## src/rtl/cache2w_pkg.sv

```systemverilog
package cache2w_pkg;
  typedef enum logic [1:0] {
    ST_IDLE  = 2'd0,
    ST_FILL  = 2'd1,
    ST_DRAIN = 2'd2
  } cache_st_e;
endpackage

```

## src/rtl/cache2w_tagdir.sv

```systemverilog
module cache2w_tagdir #(
  parameter int TAG_W = 10,
  parameter int SET_W = 3
) (
  input  logic             clk,
  input  logic             rst_n,
  input  logic [SET_W-1:0] rd_set,
  input  logic [TAG_W-1:0] rd_tag,
  output logic             hit,
  output logic             hit_way,
  output logic             victim_way,
  input  logic             lru_we,
  input  logic [SET_W-1:0] lru_set,
  input  logic             lru_way,
  input  logic             fill_we,
  input  logic [SET_W-1:0] fill_set,
  input  logic             fill_way,
  input  logic [TAG_W-1:0] fill_tag
);
  localparam int NSETS = 1 << SET_W;

  logic [NSETS-1:0][1:0]            valid_q, valid_d;
  logic [NSETS-1:0][1:0][TAG_W-1:0] tag_q, tag_d;
  logic [NSETS-1:0]                 lru_q, lru_d;
  logic                             m0, m1;

  // lookup and victim choice
  assign m0 = valid_q[rd_set][0] && (tag_q[rd_set][0] == rd_tag);
  assign m1 = valid_q[rd_set][1] && (tag_q[rd_set][1] == rd_tag);
  assign hit = m0 | m1;
  assign hit_way = m1;

  always_comb begin
    if (!valid_q[rd_set][0])      victim_way = 1'b0;
    else if (!valid_q[rd_set][1]) victim_way = 1'b1;
    else                          victim_way = lru_q[rd_set];
  end

  // next state
  always_comb begin
    valid_d = valid_q;
    tag_d   = tag_q;
    lru_d   = lru_q;
    if (fill_we) begin
      valid_d[fill_set][fill_way] = 1'b1;
      tag_d[fill_set][fill_way]   = fill_tag;
    end
    if (lru_we) lru_d[lru_set] = ~lru_way;
  end

  // registers
  always_ff @(posedge clk or negedge rst_n) begin
    if (!rst_n) begin
      valid_q <= '0;
      tag_q   <= '0;
      lru_q   <= '0;
    end else begin
      valid_q <= valid_d;
      tag_q   <= tag_d;
      lru_q   <= lru_d;
    end
  end

  // a valid way is never picked while the set still has an invalid one
  assert_victim_invalid_R5: assert property (@(posedge clk) disable iff (!rst_n)
    !(valid_q[rd_set][0] && valid_q[rd_set][1]) |-> !valid_q[rd_set][victim_way]);

  // after a use the set points away from the way just used
  assert_lru_away_R6: assert property (@(posedge clk) disable iff (!rst_n)
    lru_we |=> (lru_q[$past(lru_set)] != $past(lru_way)));

  // a fill never leaves the same block in both ways of a set
  for (genvar g = 0; g < NSETS; g++) begin : g_dup
    assert_no_dup_tag_R4: assert property (@(posedge clk) disable iff (!rst_n)
      !(valid_q[g][0] && valid_q[g][1] && (tag_q[g][0] == tag_q[g][1])));
  end
endmodule

```

## src/rtl/cache2w_dataram.sv

```systemverilog
module cache2w_dataram #(
  parameter int DATA_W = 16,
  parameter int SET_W  = 3,
  parameter int OFF_W  = 3
) (
  input  logic              clk,
  input  logic              we,
  input  logic [SET_W-1:0]  wset,
  input  logic              wway,
  input  logic [OFF_W-1:0]  woff,
  input  logic [DATA_W-1:0] wdata,
  input  logic [SET_W-1:0]  rset,
  input  logic              rway,
  input  logic [OFF_W-1:0]  roff,
  output logic [DATA_W-1:0] rdata
);
  localparam int IDX_W = SET_W + 1 + OFF_W;
  localparam int DEPTH = 1 << IDX_W;

  logic [DATA_W-1:0] mem_q [DEPTH];

  always_ff @(posedge clk) begin
    if (we) mem_q[{wset, wway, woff}] <= wdata;
  end

  assign rdata = mem_q[{rset, rway, roff}];
endmodule

```

## src/rtl/cache2w_fsm.sv

```systemverilog
module cache2w_fsm
  import cache2w_pkg::*;
#(
  parameter int ADDR_W = 16,
  parameter int DATA_W = 16,
  parameter int SET_W  = 3,
  parameter int OFF_W  = 3,
  localparam int TAG_W = ADDR_W - SET_W - OFF_W
) (
  input  logic              clk,
  input  logic              rst_n,
  input  logic              cpu_req,
  input  logic [ADDR_W-1:0] cpu_addr,
  input  logic              lt_mode,
  output logic              cpu_ready,
  output logic              cpu_rvalid,
  output logic [DATA_W-1:0] cpu_rdata,
  output logic              mem_req,
  output logic [ADDR_W-1:0] mem_addr,
  input  logic              mem_rvalid,
  input  logic [DATA_W-1:0] mem_rdata,
  input  logic              hit,
  input  logic              hit_way,
  input  logic              victim_way,
  output logic              ram_we,
  output logic [SET_W-1:0]  ram_wset,
  output logic              ram_wway,
  output logic [OFF_W-1:0]  ram_woff,
  output logic [DATA_W-1:0] ram_wdata,
  output logic [SET_W-1:0]  ram_rset,
  output logic              ram_rway,
  output logic [OFF_W-1:0]  ram_roff,
  input  logic [DATA_W-1:0] ram_rdata,
  output logic              lru_we,
  output logic [SET_W-1:0]  lru_set,
  output logic              lru_way,
  output logic              fill_we,
  output logic [SET_W-1:0]  fill_set,
  output logic              fill_way,
  output logic [TAG_W-1:0]  fill_tag
);
  localparam logic [OFF_W-1:0] LAST = '1;

  cache_st_e         st_q, st_d;
  logic [SET_W-1:0]  set_q;
  logic [TAG_W-1:0]  tag_q;
  logic [OFF_W-1:0]  off_q, cnt_q, cnt_d;
  logic              way_q, lt_q, rv_q, rv_d, mreq_q, mreq_d, miss_en;
  logic [DATA_W-1:0] rd_q, rd_d;
  logic [SET_W-1:0]  a_set;
  logic [TAG_W-1:0]  a_tag;
  logic [OFF_W-1:0]  a_off;

  assign a_off = cpu_addr[OFF_W-1:0];
  assign a_set = cpu_addr[OFF_W +: SET_W];
  assign a_tag = cpu_addr[ADDR_W-1 -: TAG_W];

  assign miss_en = (st_q == ST_IDLE) && cpu_req && !hit;

  // next state
  always_comb begin
    st_d     = st_q;
    cnt_d    = cnt_q;
    rv_d     = 1'b0;
    rd_d     = rd_q;
    mreq_d   = 1'b0;
    ram_we   = 1'b0;
    lru_we   = 1'b0;
    lru_set  = a_set;
    lru_way  = hit_way;
    fill_we  = 1'b0;
    ram_rset = a_set;
    ram_rway = hit_way;
    ram_roff = a_off;
    case (st_q)
      ST_IDLE: begin
        if (cpu_req) begin
          if (hit) begin
            rv_d   = 1'b1;
            rd_d   = ram_rdata;
            lru_we = 1'b1;
          end else begin
            st_d   = ST_FILL;
            cnt_d  = '0;
            mreq_d = 1'b1;
          end
        end
      end
      ST_FILL: begin
        if (mem_rvalid) begin
          ram_we = 1'b1;
          cnt_d  = cnt_q + 1'b1;
          if (lt_q && (cnt_q == off_q)) begin
            rv_d = 1'b1;
            rd_d = mem_rdata;
          end
          if (cnt_q == LAST) begin
            fill_we = 1'b1;
            lru_we  = 1'b1;
            lru_set = set_q;
            lru_way = way_q;
            st_d    = lt_q ? ST_IDLE : ST_DRAIN;
          end
        end
      end
      ST_DRAIN: begin
        ram_rset = set_q;
        ram_rway = way_q;
        ram_roff = off_q;
        rv_d     = 1'b1;
        rd_d     = ram_rdata;
        st_d     = ST_IDLE;
      end
      default: st_d = ST_IDLE;
    endcase
  end

  // control registers
  always_ff @(posedge clk or negedge rst_n) begin
    if (!rst_n) begin
      st_q   <= ST_IDLE;
      cnt_q  <= '0;
      rv_q   <= 1'b0;
      rd_q   <= '0;
      mreq_q <= 1'b0;
    end else begin
      st_q   <= st_d;
      cnt_q  <= cnt_d;
      rv_q   <= rv_d;
      rd_q   <= rd_d;
      mreq_q <= mreq_d;
    end
  end

  // miss context, loaded only when a miss is accepted
  always_ff @(posedge clk or negedge rst_n) begin
    if (!rst_n) begin
      set_q <= '0;
      tag_q <= '0;
      off_q <= '0;
      way_q <= 1'b0;
      lt_q  <= 1'b0;
    end else if (miss_en) begin
      set_q <= a_set;
      tag_q <= a_tag;
      off_q <= a_off;
      way_q <= victim_way;
      lt_q  <= lt_mode;
    end
  end

  assign cpu_ready  = (st_q == ST_IDLE);
  assign cpu_rvalid = rv_q;
  assign cpu_rdata  = rd_q;
  assign mem_req    = mreq_q;
  assign mem_addr   = {tag_q, set_q, {OFF_W{1'b0}}};
  assign ram_wset   = set_q;
  assign ram_wway   = way_q;
  assign ram_woff   = cnt_q;
  assign ram_wdata  = mem_rdata;
  assign fill_set   = set_q;
  assign fill_way   = way_q;
  assign fill_tag   = tag_q;

  // the block address follows the accepted read address
  assert_blk_addr_R1: assert property (@(posedge clk) disable iff (!rst_n)
    mem_req |-> (mem_addr == {$past(cpu_addr[ADDR_W-1:OFF_W]), {OFF_W{1'b0}}}));

  // block request is a single-cycle pulse
  assert_mreq_pulse_R4: assert property (@(posedge clk) disable iff (!rst_n)
    mem_req |=> !mem_req);

  // an accepted miss makes the controller busy
  assert_miss_busy_R4: assert property (@(posedge clk) disable iff (!rst_n)
    (cpu_req && cpu_ready && !hit) |=> (!cpu_ready && mem_req));

  // an accepted hit is answered on the next cycle
  assert_hit_next_R3: assert property (@(posedge clk) disable iff (!rst_n)
    (cpu_req && cpu_ready && hit) |=> (cpu_rvalid && !mem_req));

  // forwarded word equals the memory word just written
  assert_lt_fwd_R8: assert property (@(posedge clk) disable iff (!rst_n)
    (st_q == ST_FILL && lt_q && mem_rvalid && cnt_q == off_q)
      |=> (cpu_rvalid && cpu_rdata == $past(mem_rdata)));

  // without forwarding, delivery waits one read-out cycle after word 7
  assert_drain_R7: assert property (@(posedge clk) disable iff (!rst_n)
    (st_q == ST_FILL && !lt_q && mem_rvalid && cnt_q == LAST)
      |=> (!cpu_rvalid ##1 cpu_rvalid));
endmodule

```

## src/rtl/cache2w_ctrl.sv

```systemverilog
module cache2w_ctrl #(
  parameter int ADDR_W = 16,
  parameter int DATA_W = 16,
  parameter int SET_W  = 3,
  parameter int OFF_W  = 3
) (
  input  logic              clk,
  input  logic              rst_n,
  input  logic              cpu_req,
  input  logic [ADDR_W-1:0] cpu_addr,
  input  logic              lt_mode,
  output logic              cpu_ready,
  output logic              cpu_rvalid,
  output logic [DATA_W-1:0] cpu_rdata,
  output logic              mem_req,
  output logic [ADDR_W-1:0] mem_addr,
  input  logic              mem_rvalid,
  input  logic [DATA_W-1:0] mem_rdata
);
  localparam int TAG_W = ADDR_W - SET_W - OFF_W;

  logic              hit, hit_way, victim_way;
  logic              ram_we, ram_wway, ram_rway;
  logic [SET_W-1:0]  ram_wset, ram_rset;
  logic [OFF_W-1:0]  ram_woff, ram_roff;
  logic [DATA_W-1:0] ram_wdata, ram_rdata;
  logic              lru_we, lru_way, fill_we, fill_way;
  logic [SET_W-1:0]  lru_set, fill_set;
  logic [TAG_W-1:0]  fill_tag;

  cache2w_tagdir #(.TAG_W(TAG_W), .SET_W(SET_W)) u_tagdir (
    .clk(clk), .rst_n(rst_n),
    .rd_set(cpu_addr[OFF_W +: SET_W]), .rd_tag(cpu_addr[ADDR_W-1 -: TAG_W]),
    .hit(hit), .hit_way(hit_way), .victim_way(victim_way),
    .lru_we(lru_we), .lru_set(lru_set), .lru_way(lru_way),
    .fill_we(fill_we), .fill_set(fill_set), .fill_way(fill_way), .fill_tag(fill_tag)
  );

  cache2w_dataram #(.DATA_W(DATA_W), .SET_W(SET_W), .OFF_W(OFF_W)) u_ram (
    .clk(clk), .we(ram_we), .wset(ram_wset), .wway(ram_wway), .woff(ram_woff),
    .wdata(ram_wdata), .rset(ram_rset), .rway(ram_rway), .roff(ram_roff),
    .rdata(ram_rdata)
  );

  cache2w_fsm #(.ADDR_W(ADDR_W), .DATA_W(DATA_W), .SET_W(SET_W), .OFF_W(OFF_W)) u_fsm (
    .clk(clk), .rst_n(rst_n),
    .cpu_req(cpu_req), .cpu_addr(cpu_addr), .lt_mode(lt_mode),
    .cpu_ready(cpu_ready), .cpu_rvalid(cpu_rvalid), .cpu_rdata(cpu_rdata),
    .mem_req(mem_req), .mem_addr(mem_addr), .mem_rvalid(mem_rvalid), .mem_rdata(mem_rdata),
    .hit(hit), .hit_way(hit_way), .victim_way(victim_way),
    .ram_we(ram_we), .ram_wset(ram_wset), .ram_wway(ram_wway), .ram_woff(ram_woff),
    .ram_wdata(ram_wdata), .ram_rset(ram_rset), .ram_rway(ram_rway), .ram_roff(ram_roff),
    .ram_rdata(ram_rdata),
    .lru_we(lru_we), .lru_set(lru_set), .lru_way(lru_way),
    .fill_we(fill_we), .fill_set(fill_set), .fill_way(fill_way), .fill_tag(fill_tag)
  );

  // idle, silent outputs coming out of reset
  assert_reset_idle_R2: assert property (@(posedge clk)
    $rose(rst_n) |-> (cpu_ready && !cpu_rvalid && !mem_req));

  // a request while busy never starts a memory fetch
  assert_busy_ignored_R11: assert property (@(posedge clk) disable iff (!rst_n)
    (cpu_req && !cpu_ready) |=> !mem_req);
endmodule

```

## config.mk

```make
export PLATFORM = sky130hd
export DESIGN_NAME = cache2w_ctrl
export DESIGN_NICKNAME = d
export VERILOG_FILES = /design/src/rtl/cache2w_pkg.sv /design/src/rtl/cache2w_tagdir.sv /design/src/rtl/cache2w_dataram.sv /design/src/rtl/cache2w_fsm.sv /design/src/rtl/cache2w_ctrl.sv
export SDC_FILE = /design/constraint.sdc
export NUM_CORES = 2
export LEC_CHECK = 0
export CORE_UTILIZATION = 35
export DETAILED_ROUTE_END_ITERATION = 12
export DONT_BUFFER_PORTS = 1
export GPL_TIMING_DRIVEN = 0
export PLACE_DENSITY_LB_ADDON = 0.2
export SYNTH_ARGS = -nofsm -noshare
export SYNTH_HDL_FRONTEND = slang
export SYNTH_HIERARCHICAL = 1
export SYNTH_SLANG_ARGS = --single-unit
```

## constraint.sdc

```tcl
create_clock -name clk -period 4.2 [get_ports clk]
set_clock_uncertainty 0.1 [all_clocks]
set_input_delay 0.21 -clock clk [delete_from_list [all_inputs] [get_ports clk]]
set_output_delay 0.21 -clock clk [all_outputs]
set_load 0.05 [all_outputs]
```

==> impl_results.md <==
* R2r setup slk at -0.41 ns
* Cell count of the worst reg-to-reg path at 11
* Initial antenna violation count at 20
* DRT Wirelength at 248 mm
* Largest net degree at the start of global routing at 226
* First-pass GRT wire length at 346 mm
* Netlist cell types at 52
* Period minus WS final at 4.61 ns
* WHS at -1.04 ns
* CP most frequent cell: mux2_2
* #FFs+latches synth at 2,273
* Syn avg cell area at 23.3 sq um
* Slowest cell on crit path: clkbuf_2
* Die width at 507 um
* Status: finished, violations left
* Share of post-route cells with drive strength above 1 at 0.406
* Clk Latency, worst-skew pair at 0.86 ns
* CP max FO at 10
* Worst path arrival time at 5.25 ns
* Die area at 257,000 sq um
* Clock transition at path regs at 0.06 ns
* Gr usage total at 0.193
* Final Cycle Share at 1.10
* Post-synthesis adder-cell area fraction at 0.000281
* Static Leakage at 34.8 nW
* Peak VDD IR at 0.463 mV
* Chip height at 507 um
* CTS Buf Count at 230
* Proportion of synthesized area in mux cells at 0.214
* Avg WL per Cell at 31.6 um
* Drt initial violations at 4,361
* Layout area overhead at 18.9%
* H-tree depth at 4
* Actual slew at the worst max-slew pin at 1.17 ns
* Final Slew Violations at 0
* Hold crit path type: in -> async
* Drt first pass iters at 6
* Vias in the first global route at 42,900
* Setup TNS at -5.24 ns
* Clock sink count at 2,273
* GPL Wtd Cong at 0.844
* Port buffer count at 0
* Max Cap Viol at 0
* Rows at 184
* Average vias per placed instance at 5.39
* RSZ-0062 raised after global routing: true
* Total power at 52.3 mW
* Cell Area, Synth at 89,200 sq um
* Setup WS post-layout at -0.411 ns
* Total grt overflow at 0
* Post-DP HPWL at 162 mm
* Worst path required time at 4.84 ns
* Crit-path cells: clkbuf_16 -> and2b_4 -> buf_4 -> mux2_2 -> clkbuf_2 -> clkbuf_2 -> mux4_2 -> mux4_2 -> mux2_4 -> mux2_2 -> mux2_2
* Starting Density at 0.353
* Xor/xnor cell area share of the yosys netlist at 0.00196
* Fmax at 0.217 GHz
* Main combinational cell family by area after synthesis: multiplexers
* Clk root buf: clkbuf_16
* Buffer depth of the longest clock path at 3
* Compound-gate portion of the synthesized area at 0.00337
* IO Pins at 72
* Worst Setup End Kind: register
* Final ANT Viol Nets at 0
* Filler cell count at 21,900
* Final setup violation count at 16
* Post-route cell area at 106,000 sq um
* DR vias at 42,400
* Core Area at 252,000 sq um
* Fin. Hold Viols at 225
* DRC at 0
* Placed Area at 96,200 sq um
* Synth Area in Simple Gates at 0.0131
* Setup Crit Path Kind: reg -> reg
* Nets at 4,345
* Failing checks: hold timing, setup timing
* Synth warn at 6
* Pwr/cell area at 494 nW/um^2
* Relative slew margins at 0.217
* Startpoint types: register
* Seq/Total Area, Yosys at 0.753
* Cells after Synth at 3,823
* CTS tree: done
* Crit-path max cell delay at 0.63 ns
cells by family after synthesis:
group,Yosys count
mux,986
fa+ha+maj,2
compound gates,39
xor+xnor,20
buf+inv,253
simple gates,249
other cells,1
flops,2273
stage by stage:
stage | setup WS, ns | hold WS (ns) | utilization | instances
floorplan | 0.00156 | -0.186 | - | 3825
global placement | -3.17 | -0.168 | 0.370 | 7173
detailed placement | -2.50 | -0.168 | 0.381 | 7313
global route | -0.416 | -1.10 | 0.420 | 7850
CTS | -0.457 | -1.12 | 0.417 | 7814
finish | -0.411 | -1.04 | 0.420 | 7854
final timing paths:
kind,endpoint,startpoint
max in group asynchronous,u_tagdir/tag_q[45],rst_n
setup reg to reg,u_fsm/cpu_rdata[11],u_fsm/st_q[1]
setup / recovery,u_fsm/cpu_rdata[11],u_fsm/st_q[1]
min in group clk,u_fsm/st_q[0],cpu_addr[7]
hold reg to reg,u_tagdir/valid_q[6],u_tagdir/valid_q[6]
hold / removal,u_fsm/fill_set[0],rst_n
synth_stat cells, drive strengths merged:
master / count / share of area
conb: 1 / 0.000042
nor2: 139 / 0.0059
o21a: 2 / 0.00017
mux2i: 34 / 0.0038
xnor2: 8 / 0.00079
ha: 2 / 0.00028
a221oi: 1 / 0.000098
edfxtp: 2048 / 0.69
o31ai: 7 / 0.00059
a31o: 1 / 0.000098
nor3b: 1 / 0.000084
inv: 5 / 0.00021
a21o: 1 / 0.000084
a22oi: 3 / 0.00025
a22o: 5 / 0.00053
nand3b: 3 / 0.00025
dfrtp: 225 / 0.063
a2bb2oi: 3 / 0.00029
nor2b: 10 / 0.00079
a21oi: 5 / 0.00028
o41ai: 2 / 0.00020
nand2b: 16 / 0.0011
nand3: 15 / 0.00098
o22a: 1 / 0.000098
o2bb2ai: 1 / 0.000098
or2: 12 / 0.00084
clkbuf: 103 / 0.0046
or3: 4 / 0.00028
o21ai: 6 / 0.00034
mux4: 708 / 0.18
nand4: 6 / 0.00042
nand2: 24 / 0.0010
buf: 145 / 0.0096
nor3: 13 / 0.0010
and2b: 1 / 0.000098
nor4: 1 / 0.000070
xor2: 12 / 0.0012
and3: 4 / 0.00028
mux2: 244 / 0.032
a31oi: 1 / 0.00024
report_power, final:
group          total (mW)  internal (mW)  switching (mW)
registers            26.3           25.4           0.844
logic                5.75           2.28            3.47
clock network        20.3           11.6            8.73
total                52.3           39.3            13.0
worst max-delay path, delay by kind of cell (launching register included):
kind                   cells  cell delay (ns)
buffers and inverters      4             1.51
AND/OR/NAND/NOR            1             0.18
flip-flops                 1             0.39
multiplexers               6             2.24
layout by cell type (no fill, tap or decap), types with 8 or more instances in the layout:
master / instances
edfxtp_1: 2048
mux4_2: 708
clkbuf_16: 239
dfrtp_1: 225
mux2_2: 209
nor2_2: 115
buf_8: 111
clkbuf_1: 83
dlygate4sd3_1: 60
buf_4: 60
buf_16: 51
clkinv_2: 49
clkinv_1: 48
buf_6: 43
clkbuf_2: 40
mux2_4: 35
mux2i_1: 32
buf_2: 28
nand2_1: 24
clkbuf_4: 24
buf_12: 23
bufinv_16: 21
nor2_1: 20
nand2b_1: 16
clkbuf_8: 15
nand3_1: 14
xor2_1: 12
or2_2: 12
nor3_2: 10
buf_1: 10
nor2b_1: 9
xnor2_1: 8
routing by layer:
| layer | share of wire | track usage | up-vias |
|---|---|---|---|
| li1 | - | - | 17200 |
| met1 | 0.43 | 0.273 | 23500 |
| met2 | 0.47 | 0.304 | 1430 |
| met3 | 0.072 | 0.0382 | 319 |
| met4 | 0.026 | 0.0494 | 4 |
| met5 | 0.000089 | 0 | - |
sequential cells by signal, indices dropped and copies added, names as in the netlist:
name              flops
u_fsm/cpu_rvalid      1
u_fsm/cpu_rdata      16
u_tagdir/tag_q      160
u_ram/mem_q        2048
u_tagdir/lru_q        8
u_fsm/lt_q            1
u_tagdir/valid_q     16
u_fsm/fill_way        1
u_fsm/fill_set        3
u_fsm/st_q            2
u_fsm/fill_tag       10
u_fsm/off_q           3
u_fsm/mem_req         1
u_fsm/ram_woff        3
cell type report:
cell class	count	area, sq um	area share
Sequential cell	2273	67100	0.633
Multi-Input combinational cell	1299	21200	0.200
Clock buffer	292	6140	0.0579
Tap cell	3348	4190	0.0395
Timing Repair Buffer	256	3880	0.0366
Buffer	241	2120	0.0200
Clock inverter	136	1320	0.0124
Inverter	5	18.8	0.000177
Antenna cell	4	10.0	0.0000944
timing repair:
item	CTS	global route
buffers inserted	19	20
cloned	5	4
hold buffers	52	8
resized for setup	262	65
setup endpoints to repair	16	51
pin swaps	0	1
endpoints found under the hold margin	824	881
No activity file was read; power rests on OpenSTA's default activity.
